File: src/rtl/fi2c_pkg.sv
package fi2c_pkg;
  typedef enum logic [2:0] {
    ST_IDLE,
    ST_ADDR,
    ST_ADDR_ACK,
    ST_WDATA,
    ST_WACK,
    ST_RDATA,
    ST_RACK
  } fi2c_state_e;

  localparam int unsigned BYTE_W = 8;
  localparam logic [4:0] ADDR_UPPER = 5'b11000;
endpackage

File: src/rtl/fi2c_line_sync.sv
module fi2c_line_sync #(
  parameter int unsigned STAGES = 2
) (
  input  logic clk,
  input  logic rst_n,
  input  logic scl_in,
  input  logic sda_in,
  output logic scl_q,
  output logic sda_q,
  output logic scl_rise,
  output logic scl_fall,
  output logic start_det,
  output logic stop_det
);
  logic [STAGES-1:0] scl_sh, sda_sh;
  logic scl_d, sda_d;

  always_ff @(posedge clk or negedge rst_n) begin
    if (!rst_n) begin
      scl_sh <= '1;
      sda_sh <= '1;
      scl_d  <= 1'b1;
      sda_d  <= 1'b1;
    end else begin
      scl_sh <= {scl_sh[STAGES-2:0], scl_in};
      sda_sh <= {sda_sh[STAGES-2:0], sda_in};
      scl_d  <= scl_sh[STAGES-1];
      sda_d  <= sda_sh[STAGES-1];
    end
  end

  assign scl_q     = scl_sh[STAGES-1];
  assign sda_q     = sda_sh[STAGES-1];
  assign scl_rise  = scl_q & ~scl_d;
  assign scl_fall  = ~scl_q & scl_d;
  assign start_det = scl_q & scl_d & sda_d & ~sda_q;
  assign stop_det  = scl_q & scl_d & ~sda_d & sda_q;
endmodule

File: src/rtl/fi2c_link.sv
module fi2c_link
  import fi2c_pkg::*;
(
  input  logic              clk,
  input  logic              rst_n,
  input  logic              strap,
  input  logic              scl_q,
  input  logic              sda_q,
  input  logic              scl_rise,
  input  logic              scl_fall,
  input  logic              start_det,
  input  logic              stop_det,
  input  logic [BYTE_W-1:0] rd_data,
  output logic              sda_oe,
  output logic              ptr_load,
  output logic              wr_en,
  output logic              rd_req,
  output logic [BYTE_W-1:0] wr_data
);
  fi2c_state_e state;
  logic [3:0]        bitcnt;
  logic [BYTE_W-1:0] rx, tx;
  logic              rw, first, m_ack;
  logic [6:0]        own_addr;
  logic              byte_end;

  assign own_addr = {ADDR_UPPER, strap, 1'b0};
  assign byte_end = scl_fall && (bitcnt == 4'd8);
  assign ptr_load = (state == ST_WDATA) && byte_end && first;
  assign wr_en    = (state == ST_WDATA) && byte_end && !first;
  assign wr_data  = rx;
  assign rd_req   = scl_fall && (((state == ST_ADDR_ACK) && rw) ||
                                 ((state == ST_RACK) && m_ack));

  always_ff @(posedge clk or negedge rst_n) begin
    if (!rst_n) begin
      state  <= ST_IDLE;
      bitcnt <= '0;
      rx     <= '0;
      tx     <= '0;
      rw     <= 1'b0;
      first  <= 1'b0;
      m_ack  <= 1'b0;
      sda_oe <= 1'b0;
    end else if (start_det) begin
      state  <= ST_ADDR;
      bitcnt <= '0;
      sda_oe <= 1'b0;
    end else if (stop_det) begin
      state  <= ST_IDLE;
      sda_oe <= 1'b0;
    end else begin
      case (state)
        ST_ADDR, ST_WDATA: begin
          if (scl_rise && bitcnt < 4'd8) begin
            rx     <= {rx[BYTE_W-2:0], sda_q};
            bitcnt <= bitcnt + 4'd1;
          end else if (byte_end) begin
            bitcnt <= '0;
            if (state == ST_ADDR) begin
              if (rx[7:1] == own_addr) begin
                state  <= ST_ADDR_ACK;
                sda_oe <= 1'b1;
                rw     <= rx[0];
                first  <= 1'b1;
              end else begin
                state <= ST_IDLE;
              end
            end else begin
              state  <= ST_WACK;
              sda_oe <= 1'b1;
              first  <= 1'b0;
            end
          end
        end
        ST_ADDR_ACK, ST_WACK: begin
          if (scl_fall) begin
            if (state == ST_ADDR_ACK && rw) begin
              state  <= ST_RDATA;
              tx     <= rd_data;
              sda_oe <= ~rd_data[BYTE_W-1];
            end else begin
              state  <= ST_WDATA;
              sda_oe <= 1'b0;
            end
          end
        end
        ST_RDATA: begin
          if (scl_rise) begin
            bitcnt <= bitcnt + 4'd1;
          end else if (scl_fall) begin
            if (bitcnt == 4'd8) begin
              state  <= ST_RACK;
              sda_oe <= 1'b0;
              bitcnt <= '0;
            end else begin
              tx     <= {tx[BYTE_W-2:0], 1'b0};
              sda_oe <= ~tx[BYTE_W-2];
            end
          end
        end
        ST_RACK: begin
          if (scl_rise) begin
            m_ack <= ~sda_q;
          end else if (scl_fall) begin
            if (m_ack) begin
              state  <= ST_RDATA;
              tx     <= rd_data;
              sda_oe <= ~rd_data[BYTE_W-1];
            end else begin
              state <= ST_IDLE;
            end
          end
        end
        default: ;
      endcase
    end
  end

  // the slave never starts pulling SDA while SCL is high (no false START)
  p_oe_rise_scl_low_r2: assert property (@(posedge clk) disable iff (!rst_n)
    $rose(sda_oe) |-> !scl_q);

  // framing counter never passes nine bit slots
  p_bitcnt_range_r2: assert property (@(posedge clk) disable iff (!rst_n)
    bitcnt <= 4'd8);

  // during the address ACK high phase SDA is held low
  p_ack_held_r1: assert property (@(posedge clk) disable iff (!rst_n)
    (state == ST_ADDR_ACK && scl_q) |-> sda_oe);

  // an idle slave leaves SDA released
  p_idle_released_r5: assert property (@(posedge clk) disable iff (!rst_n)
    (state == ST_IDLE) |-> !sda_oe);
endmodule

File: src/rtl/fi2c_regs.sv
module fi2c_regs
  import fi2c_pkg::*;
#(
  parameter int unsigned NREG = 16,
  parameter int unsigned NCOL = 16,
  parameter logic [NCOL*BYTE_W-1:0] FUSE_BITS = {NCOL{8'h5A}}
) (
  input  logic                         clk,
  input  logic                         rst_n,
  input  logic                         ptr_load,
  input  logic                         wr_en,
  input  logic                         rd_req,
  input  logic [BYTE_W-1:0]            wr_data,
  output logic [BYTE_W-1:0]            rd_data,
  output logic [(NREG-2)*BYTE_W-1:0]   cfg_flat,
  output logic [BYTE_W-1:0]            trim_out
);
  localparam int unsigned PW = $clog2(NREG);
  localparam int unsigned CW = $clog2(NCOL);
  localparam logic [PW-1:0] P_FADDR = PW'(NREG - 2);
  localparam logic [PW-1:0] P_FREAD = PW'(NREG - 1);

  logic [PW-1:0]            ptr;
  logic [BYTE_W-1:0]        fsel;
  logic [BYTE_W-1:0]        fuse_col;
  logic [NREG*BYTE_W-1:0]   rd_vec;

  for (genvar i = 0; i < NREG - 2; i++) begin : g_cfg
    always_ff @(posedge clk or negedge rst_n) begin
      if (!rst_n)
        cfg_flat[i*BYTE_W +: BYTE_W] <= '0;
      else if (wr_en && ptr == PW'(i))
        cfg_flat[i*BYTE_W +: BYTE_W] <= wr_data;
    end
  end

  always_ff @(posedge clk or negedge rst_n) begin
    if (!rst_n) begin
      fsel <= '0;
      ptr  <= '0;
    end else begin
      if (wr_en && ptr == P_FADDR) fsel <= wr_data;
      if (ptr_load)            ptr <= wr_data[PW-1:0];
      else if (wr_en || rd_req) ptr <= ptr + 1'b1;
    end
  end

  assign fuse_col = FUSE_BITS[{fsel[CW-1:0], 3'b000} +: BYTE_W];
  assign trim_out = fuse_col;
  assign rd_vec   = {fuse_col, fsel, cfg_flat};
  assign rd_data  = rd_vec[{ptr, 3'b000} +: BYTE_W];

  // each committed byte or loaded read byte steps the pointer by one
  p_ptr_step_r3: assert property (@(posedge clk) disable iff (!rst_n)
    ((wr_en || rd_req) && !ptr_load) |=> ptr == PW'($past(ptr) + 1'b1));

  // trim bus moves only after a write to the select register
  p_trim_hold_r7: assert property (@(posedge clk) disable iff (!rst_n)
    !(wr_en && ptr == P_FADDR) |=> $stable(trim_out));

  // a write aimed at the fuse-read slot leaves all storage unchanged
  p_fread_readonly_r6: assert property (@(posedge clk) disable iff (!rst_n)
    (wr_en && ptr == P_FREAD) |=> ($stable(cfg_flat) && $stable(fsel)));
endmodule

File: src/rtl/fuse_i2c_slave.sv
module fuse_i2c_slave
  import fi2c_pkg::*;
#(
  parameter int unsigned NREG        = 16,
  parameter int unsigned NCOL        = 16,
  parameter int unsigned SYNC_STAGES = 2,
  parameter logic [NCOL*BYTE_W-1:0] FUSE_BITS = {NCOL{8'h5A}}
) (
  input  logic                        clk,
  input  logic                        rst_n,
  input  logic                        strap,
  input  logic                        scl_in,
  input  logic                        sda_in,
  output logic                        sda_oe,
  output logic [BYTE_W-1:0]           trim_out,
  output logic [(NREG-2)*BYTE_W-1:0]  cfg_out
);
  logic scl_q, sda_q, scl_rise, scl_fall, start_det, stop_det;
  logic ptr_load, wr_en, rd_req;
  logic [BYTE_W-1:0] wr_data, rd_data;

  fi2c_line_sync #(.STAGES(SYNC_STAGES)) u_sync (
    .clk       (clk),
    .rst_n     (rst_n),
    .scl_in    (scl_in),
    .sda_in    (sda_in),
    .scl_q     (scl_q),
    .sda_q     (sda_q),
    .scl_rise  (scl_rise),
    .scl_fall  (scl_fall),
    .start_det (start_det),
    .stop_det  (stop_det)
  );

  fi2c_link u_link (
    .clk       (clk),
    .rst_n     (rst_n),
    .strap     (strap),
    .scl_q     (scl_q),
    .sda_q     (sda_q),
    .scl_rise  (scl_rise),
    .scl_fall  (scl_fall),
    .start_det (start_det),
    .stop_det  (stop_det),
    .rd_data   (rd_data),
    .sda_oe    (sda_oe),
    .ptr_load  (ptr_load),
    .wr_en     (wr_en),
    .rd_req    (rd_req),
    .wr_data   (wr_data)
  );

  fi2c_regs #(
    .NREG      (NREG),
    .NCOL      (NCOL),
    .FUSE_BITS (FUSE_BITS)
  ) u_regs (
    .clk      (clk),
    .rst_n    (rst_n),
    .ptr_load (ptr_load),
    .wr_en    (wr_en),
    .rd_req   (rd_req),
    .wr_data  (wr_data),
    .rd_data  (rd_data),
    .cfg_flat (cfg_out),
    .trim_out (trim_out)
  );
endmodule

File: config.mk
export PLATFORM = sky130hd
export DESIGN_NAME = fuse_i2c_slave
export DESIGN_NICKNAME = d
export VERILOG_FILES = /design/src/rtl/fi2c_pkg.sv /design/src/rtl/fi2c_line_sync.sv /design/src/rtl/fi2c_link.sv /design/src/rtl/fi2c_regs.sv /design/src/rtl/fuse_i2c_slave.sv
export SDC_FILE = /design/constraint.sdc
export NUM_CORES = 1
export LEC_CHECK = 0
export BUFFER_PORTS_ARGS = -buffer_cell sky130_fd_sc_hd__buf_2
export CAP_MARGIN = 20
export CORE_ASPECT_RATIO = 0.75
export CORE_MARGIN = 1.5
export CORE_UTILIZATION = 34
export CTS_BUF_LIST = sky130_fd_sc_hd__clkbuf_16
export CTS_CLUSTER_DIAMETER = 40
export DETAILED_ROUTE_END_ITERATION = 6
export GPL_ROUTABILITY_DRIVEN = 0
export SLEW_MARGIN = 20
export SYNTH_ARGS = -nofsm -noshare
export SYNTH_HDL_FRONTEND = slang
export SYNTH_HIERARCHICAL = 1
export SYNTH_SLANG_ARGS = --single-unit
File: constraint.sdc
create_clock -name clk -period 2.5 [get_ports clk]
set_input_delay 0.25 -clock clk [delete_from_list [all_inputs] [get_ports clk]]
set_output_delay 0.25 -clock clk [all_outputs]
set_load 0.01 [all_outputs]
# ---- Word level (Yosys, flattened, before mapping)
# Cells that the tools add are included.
dict set report classes {
  add_sub_neg 2
  order_cmp 1
  eq_ne 45
  shifts 2
  muxes 50
  n_bitwise 16
  n_reduce_logical 41
}
# operator n
set ops {}
lappend ops {{variable part select 128 x 8 -> 8 bit} 1}
lappend ops {{variable part select 128 x 8 -> 8 bit, first input constant} 1}
lappend ops {{2-to-1 mux 7 bit} 8}
lappend ops {{2-to-1 mux 3 bit} 13}
lappend ops {{2-to-1 mux 4 bit} 9}
lappend ops {{== test 4 bit, second input constant} 8}
lappend ops {{inequality test 4 x 3 -> 1 bit, second input constant} 6}
lappend ops {{logical AND 1 bit} 23}
lappend ops {{one-hot mux 7 bit (3 select lines)} 1}
lappend ops {{== test 4 x 3 -> 1 bit, second input constant} 4}
lappend ops {{2-to-1 mux 1 bit} 15}
lappend ops {{inequality test 4 x 2 -> 1 bit, second input constant} 3}
lappend ops {{inequality test 4 bit, second input constant} 3}
lappend ops {{one-hot mux 3 bit (4 select lines)} 1}
lappend ops {{AND reduction 11 bit} 1}
lappend ops {{inequality test 2 x 1 -> 1 bit, second input constant} 5}
lappend ops {{inequality test 2 bit, second input constant} 5}
lappend ops {{AND reduction 10 bit} 1}
lappend ops {{== test 3 bit, second input constant} 3}
lappend ops {{inverter 1 bit} 9}
lappend ops {{AND reduction 9 bit} 1}
lappend ops {{adder 4 x 1 -> 4 bit, second input constant} 2}
lappend ops {{== test 4 x 2 -> 1 bit, second input constant} 2}
lappend ops {{one-hot mux 4 bit (2 select lines)} 1}
lappend ops {{other kinds (20)} 31}
dict set report word_totals {
  register_bits 156
  in_bits 5
  out_inout_bits 121
  wordCells 185
}

# ---- Longest topological paths before layout
dict set report depth {
  word_depth 9
  ltp_mapped 10
  ltp_nobuf 10
}

# ---- By module
# Netlist, hierarchy kept.
# module instances cells_per_inst area_each_um2 seq_area_each_um2
set by_module_without_submodules {}
lappend by_module_without_submodules {fi2c_regs 1 418 6034.5 3103.0}
lappend by_module_without_submodules {fi2c_link 1 155 1619.1 650.6}
lappend by_module_without_submodules {fi2c_line_sync 1 10 190.2 157.7}

# ---- Worst setup path before layout
# OpenSTA, ideal clock, no wires.
dict set report synth_timing {
  kind {reg-to-reg}
  startpoint {register u_sync.scl_d}
  endpoint {register u_regs.cfg_flat[0]}
  setup_ps 125
  arrival_time_ps 2454
  required_ps 2375
  setup_slack_ps -78
  path_stages_with_launch 11
  path_buffers 1
  period_less_slack_ps 2578
  path_cell_list {dfstp_2 > nor2b_1 > buf_6 > nand4b_1 > nor3b_1 > nand2_1 > nor2_1 > and2b_1 > nand2_1 > nor2_4 > mux2_2}
}
dict set report synth_via {
  elab_chain_len 5
}
# item line
set synth_rtl {}
lappend synth_rtl {{from (decl)} fi2c_line_sync.sv:16} ;# logic scl_d, sda_d;
lappend synth_rtl {{from (signal assigned)} fi2c_line_sync.sv:27} ;# scl_d <= scl_sh[STAGES-1];
lappend synth_rtl {{AND 1 bit} fi2c_line_sync.sv:35} ;# assign scl_fall = ~scl_q & scl_d;
lappend synth_rtl {{via scl_fall} fuse_i2c_slave.sv:18} ;# logic scl_q, sda_q, scl_rise, scl_fall, start_det, stop_det;
lappend synth_rtl {{logical AND 1 bit} fi2c_link.sv:28} ;# assign byte_end = scl_fall && (bitcnt == 4'd8);
lappend synth_rtl {{logical AND 1 bit (2 in a row)} fi2c_link.sv:30} ;# assign wr_en = (state == ST_WDATA) && byte_end && !first;
lappend synth_rtl {{via wr_en} fuse_i2c_slave.sv:19} ;# logic ptr_load, wr_en, rd_req;
lappend synth_rtl {{logical AND 1 bit} fi2c_regs.sv:32} ;# else if (wr_en && ptr == PW'(i))
lappend synth_rtl {{to (signal, indexed assignment)} fi2c_regs.sv:33} ;# cfg_flat[i*BYTE_W +: BYTE_W] <= wr_data;
lappend synth_rtl {{to (decl)} fi2c_regs.sv:15} ;# output logic [(NREG-2)*BYTE_W-1:0] cfg_flat,
# The timed path passes the listed nets, and every way through them passes these cells.
# A chain may end at the register's enable or synchronous reset.

# ---- Final worst setup path
dict set report layout_timing {
  startpoint {register u_sync.scl_d}
  endpoint {register u_regs.cfg_flat[42]}
}
# The elaborated chain is that of the path after synthesis.

==> tab_implementation.tex <==
\begin{tabular}{lr}
\hline
Metric & Value \\
\hline
\multicolumn{2}{l}{\textbf{Status}} \\
\quad Outcome & finished, final reports clean \\
\multicolumn{2}{l}{\textbf{Routing}} \\
\quad DRC violations left & 0 \\
\quad Total iterations of the first detailed-routing run & 4 \\
\quad Average routed wire per standard cell & approximately 20 µm \\
\quad Final wirelength & 21.0 mm \\
\quad Via count & about 5400 \\
\quad Average via count per standard cell & between 5 and 6 \\
\quad Remaining antenna violation count after routing & 0 \\
\quad Drt initial violations & approximately 280 \\
\multicolumn{2}{l}{\textbf{Global route}} \\
\quad Total congestion overflow after global routing & 0 \\
\quad GR peak layer & met1 \\
\quad Global routing usage on met2 & 0.254 \\
\quad Number of global-route vias before repair & between 5000 and 6000 \\
\quad Global Route met3 Usage & 0.0462 \\
\quad Global-route usage over all layers & 0.184 \\
\quad Maximum number of pins on one net before global-route repair & 65 \\
\quad Antenna violations before repair & 0 \\
\quad Global Route met1 Usage & 0.285 \\
\quad First-pass GRT wire length & 32.9 mm \\
\multicolumn{2}{l}{\textbf{Final layout}} \\
\quad Core Util, Final & 0.429 \\
\quad Final \#Nets & 740 \\
\quad Number of inserted diodes & 0 \\
\quad Growth of design area from synthesis to finish & 22.3\% \\
\quad Layout cells sized above 1 & 0.527 \\
\multicolumn{2}{l}{\textbf{Power and ir drop}} \\
\quad Leakage power & around 4.8 nW \\
\quad Peak supply drop & roughly 0.42 mV \\
\quad Power density cells & 683 mW/mm² \\
\multicolumn{2}{l}{\textbf{Timing}} \\
\quad Timing-limited maximum frequency & approximately 410 MHz \\
\quad Worst-case headroom to the max-slew limit & 0.515 \\
\quad Pins over their slew limit & 0 \\
\quad Setup slack of the critical path after layout & 36.2 ps \\
\quad Setup repair after global routing missed its margin & true \\
\quad Share of the cycle needed by the critical path after routing & 0.986 \\
\quad Final count of hold timing violations & 0 \\
\quad Setup violators final & 0 \\
\quad Tmin final & between 2000 and 2500 ps \\
\quad Sum Neg Setup Slack & 0 ps \\
\quad Final setup skew & between 10 and 15 ps \\
\quad Actual transition at the worst max-transition pin & 727 ps \\
\multicolumn{2}{l}{\textbf{Synthesis}} \\
\quad Post-synth cell types & 63 \\
\quad Count of state elements after synthesis & roughly 160 \\
\quad Number of flops mapped to enable cells by yosys & 0 \\
\quad Cell count after synthesis & 583 \\
\quad Average cell area after synthesis & $\sim$13 µm² \\
\quad Post-synthesis sequential area ratio & 0.499 \\
\quad Cell Area, Synth & between 0.007 and 0.008 mm² \\
\quad Synth Flop Type & sky130\_fd\_sc\_hd\_\_dfrtp\_1 \\
\quad Warning count from the yosys run & 6 \\
\quad Post-synth ARST share & 1.00 \\
\multicolumn{2}{l}{\textbf{Floorplan}} \\
\quad Starting utilization of the core area & 0.351 \\
\quad Die W & about 180 µm \\
\quad Total die area & 0.0240 mm² \\
\quad Core footprint & roughly 0.022 mm² \\
\quad Die Y & 135 µm \\
\quad Placement Rows & 47 \\
\quad Count of boundary I/O pins & 126 \\
\multicolumn{2}{l}{\textbf{Setup path}} \\
\quad Critical path startpoint category & register \\
\quad Largest fanout of any net on the critical path & 8 \\
\quad Largest stage delay on the critical path & $\sim$550 ps \\
\quad Cell at the slowest stage of the critical path & sky130\_fd\_sc\_hd\_\_dfstp\_2 \\
\quad Required @ worst endpoint & roughly 2800 ps \\
\quad Critical path data arrival time & about 2800 ps \\
\quad Critical path buffer and inverter count & 2 \\
\quad Critical path class & reg2reg \\
\quad Cell type group with the largest total delay on the critical path & simple AND/OR/NAND/NOR gates \\
\quad Setup crit end kind & register \\
\quad CP cell instances & nor2b\_4 > nand4b\_1 > nor3b\_2 > nand2\_1 > nor2\_4 > buf\_6 > buf\_4 > nand3\_2 > mux2\_2 \\
\multicolumn{2}{l}{\textbf{Placement}} \\
\quad Number of buffers added on ports & roughly 120 \\
\quad Half-perimeter wire length after detailed placement & between 15 and 20 mm \\
\quad DP Worst Slack & -5.20 ps \\
\multicolumn{2}{l}{\textbf{Min path}} \\
\quad Class of the most critical hold timing path & reg2reg \\
\multicolumn{2}{l}{\textbf{Clock network}} \\
\quad CTS Root Cell & sky130\_fd\_sc\_hd\_\_clkbuf\_16 \\
\quad Maximum clock insertion buffer count & 2 \\
\quad Latest clock arrival within the worst-skew pair & approximately 440 ps \\
\quad CTS clock-pin slew for the worst setup and hold paths & 70 ps \\
\quad H-tree level count & 4 \\
\quad Number of buffers inserted during clock tree synthesis & 17 \\
\quad TritonCTS clock tree & yes \\
\quad Number of clock sinks & between 150 and 200 \\
\multicolumn{2}{l}{\textbf{Run}} \\
\quad Max-capacitance violation count & 0 \\
\hline
\end{tabular}
## placed cells by master (no fill, tap or decap), drive strengths merged, types with 3 or more instances in the layout
| cell type | n |
|---|---|
| o221ai | 5 |
| clkbuf | 17 |
| nand2b | 4 |
| a21oi | 5 |
| conb | 8 |
| buf | 160 |
| a22oi | 5 |
| nor3 | 4 |
| mux2 | 154 |
| mux2i | 18 |
| nand3 | 19 |
| o21ai | 17 |
| dfrtp | 150 |
| o211ai | 9 |
| and2 | 5 |
| ha | 6 |
| xnor2 | 3 |
| and2b | 3 |
| o22ai | 5 |
| nand3b | 3 |
| inv | 15 |
| nor2 | 20 |
| nand2 | 31 |
| nor2b | 7 |
| dlygate4sd3 | 3 |
| clkinv | 6 |
| dfstp | 6 |
| a2111oi | 3 |
| mux4 | 16 |
| a31oi | 7 |
## registers in the layout, summed over array words and instances (netlist names)
name / flops
u_regs/cfg_flat: 112
u_link/state: 3
u_sync/scl_d: 1
u_regs/ptr: 4
u_link/wr_data: 8
u_link/m_ack: 1
u_sync/sda_sh: 2
u_regs/fsel: 8
u_link/sda_oe: 1
u_link/bitcnt: 4
u_sync/sda_d: 1
u_link/tx: 7
u_link/rw: 1
u_link/first: 1
u_sync/scl_sh: 2
## logic make-up after synthesis
logic type,share of synthesized area
adders and majority gates,0.0108
xor gates and xnor gates,0.00558
and+or+nand+nor,0.0892
AOI/OAI and AO/OA,0.0579
muxes,0.296
DFF,0.499
other,0.000957
buffers and inverters,0.0412
## per-stage QoR
| step | instance area [µm²] | hold slack [ps] | power [mW] | std cells |
|---|---|---|---|---|
| 5_1_grt | 9590 | 363 | 6.89 | 1036 |
| 2_1_floorplan | 7870 | -45.6 | 3.68 | 589 |
| 3_3_place_gp | 8870 | 300 | 4.07 | 996 |
| 6_report | 9590 | 356 | 6.55 | 1036 |
| 3_5_place_dp | 8870 | 304 | 4.07 | 996 |
| 4_1_cts | 9460 | 358 | 6.60 | 1031 |
## power by group
part	leakage, nW	internal [mW]	total (mW)	switching, mW
clock	0.275	1.39	2.50	1.11
sequential	2.14	2.66	2.83	0.175
combinational	2.42	0.482	1.22	0.738
total	4.84	4.52	6.55	2.02
## repair_timing
item | in CTS | in global routing
pin swaps | 0 | 5
hold endpoints to repair | 59 | 0
hold buffers | 3 | 0
gates resized for setup | 1 | 16
endpoints found under the setup margin | 8 | 68
buffers inserted | 0 | 5
## metal layers
metal  routed length [µm]  vias to the layer above
met5                    0                        -
met4                  189                        0
met3                 1270                       16
met2                 9050                      167
met1                10500                     2782
li1                     -                     2408
## worst paths after layout
kind,start,to,slack [ps],cells past startpoint
min,u_sync/scl_sh[0],u_sync/scl_sh[1],360,0
max,u_sync/scl_d,u_regs/cfg_flat[42],40,9
min reg2reg,u_sync/scl_sh[0],u_sync/scl_sh[1],360,0
max in group asynchronous,rst_n,u_sync/scl_d,1370,3
min in group asynchronous,rst_n,u_regs/cfg_flat[48],410,2
max reg2reg,u_sync/scl_d,u_regs/cfg_flat[42],40,9
## Yosys cell counts (all sizes together), types with 3 or more instances
cell,n,area share
mux2,154,0.23
dfrtp,150,0.48
buf,33,0.032
nand2,31,0.015
nor2,20,0.012
nand3,19,0.022
mux2i,18,0.023
o21ai,17,0.011
mux4,16,0.047
clkbuf,9,0.0045
inv,9,0.0043
o211ai,9,0.0086
a31oi,7,0.0056
nor2b,7,0.0065
dfstp,6,0.020
ha,6,0.0096
a21oi,5,0.0032
a22oi,5,0.0048
and2,5,0.0043
o221ai,5,0.0056
o22ai,5,0.0040
nand2b,4,0.0032
nor3,4,0.0054
a2111oi,3,0.0065
and2b,3,0.0029
nand3b,3,0.0045
xnor2,3,0.0034
## area by class of cell
class                   count  area [µm²]
flip-flops and latches    156        3910
clock inverters            15         139
clock buffers              17         425
repair buffers            163        1010
well taps                 294         368
multi-input cells         382        3700
inverters                   9        33.8
fillers                  2084       12800
Power figures use the tool's default switching activity.
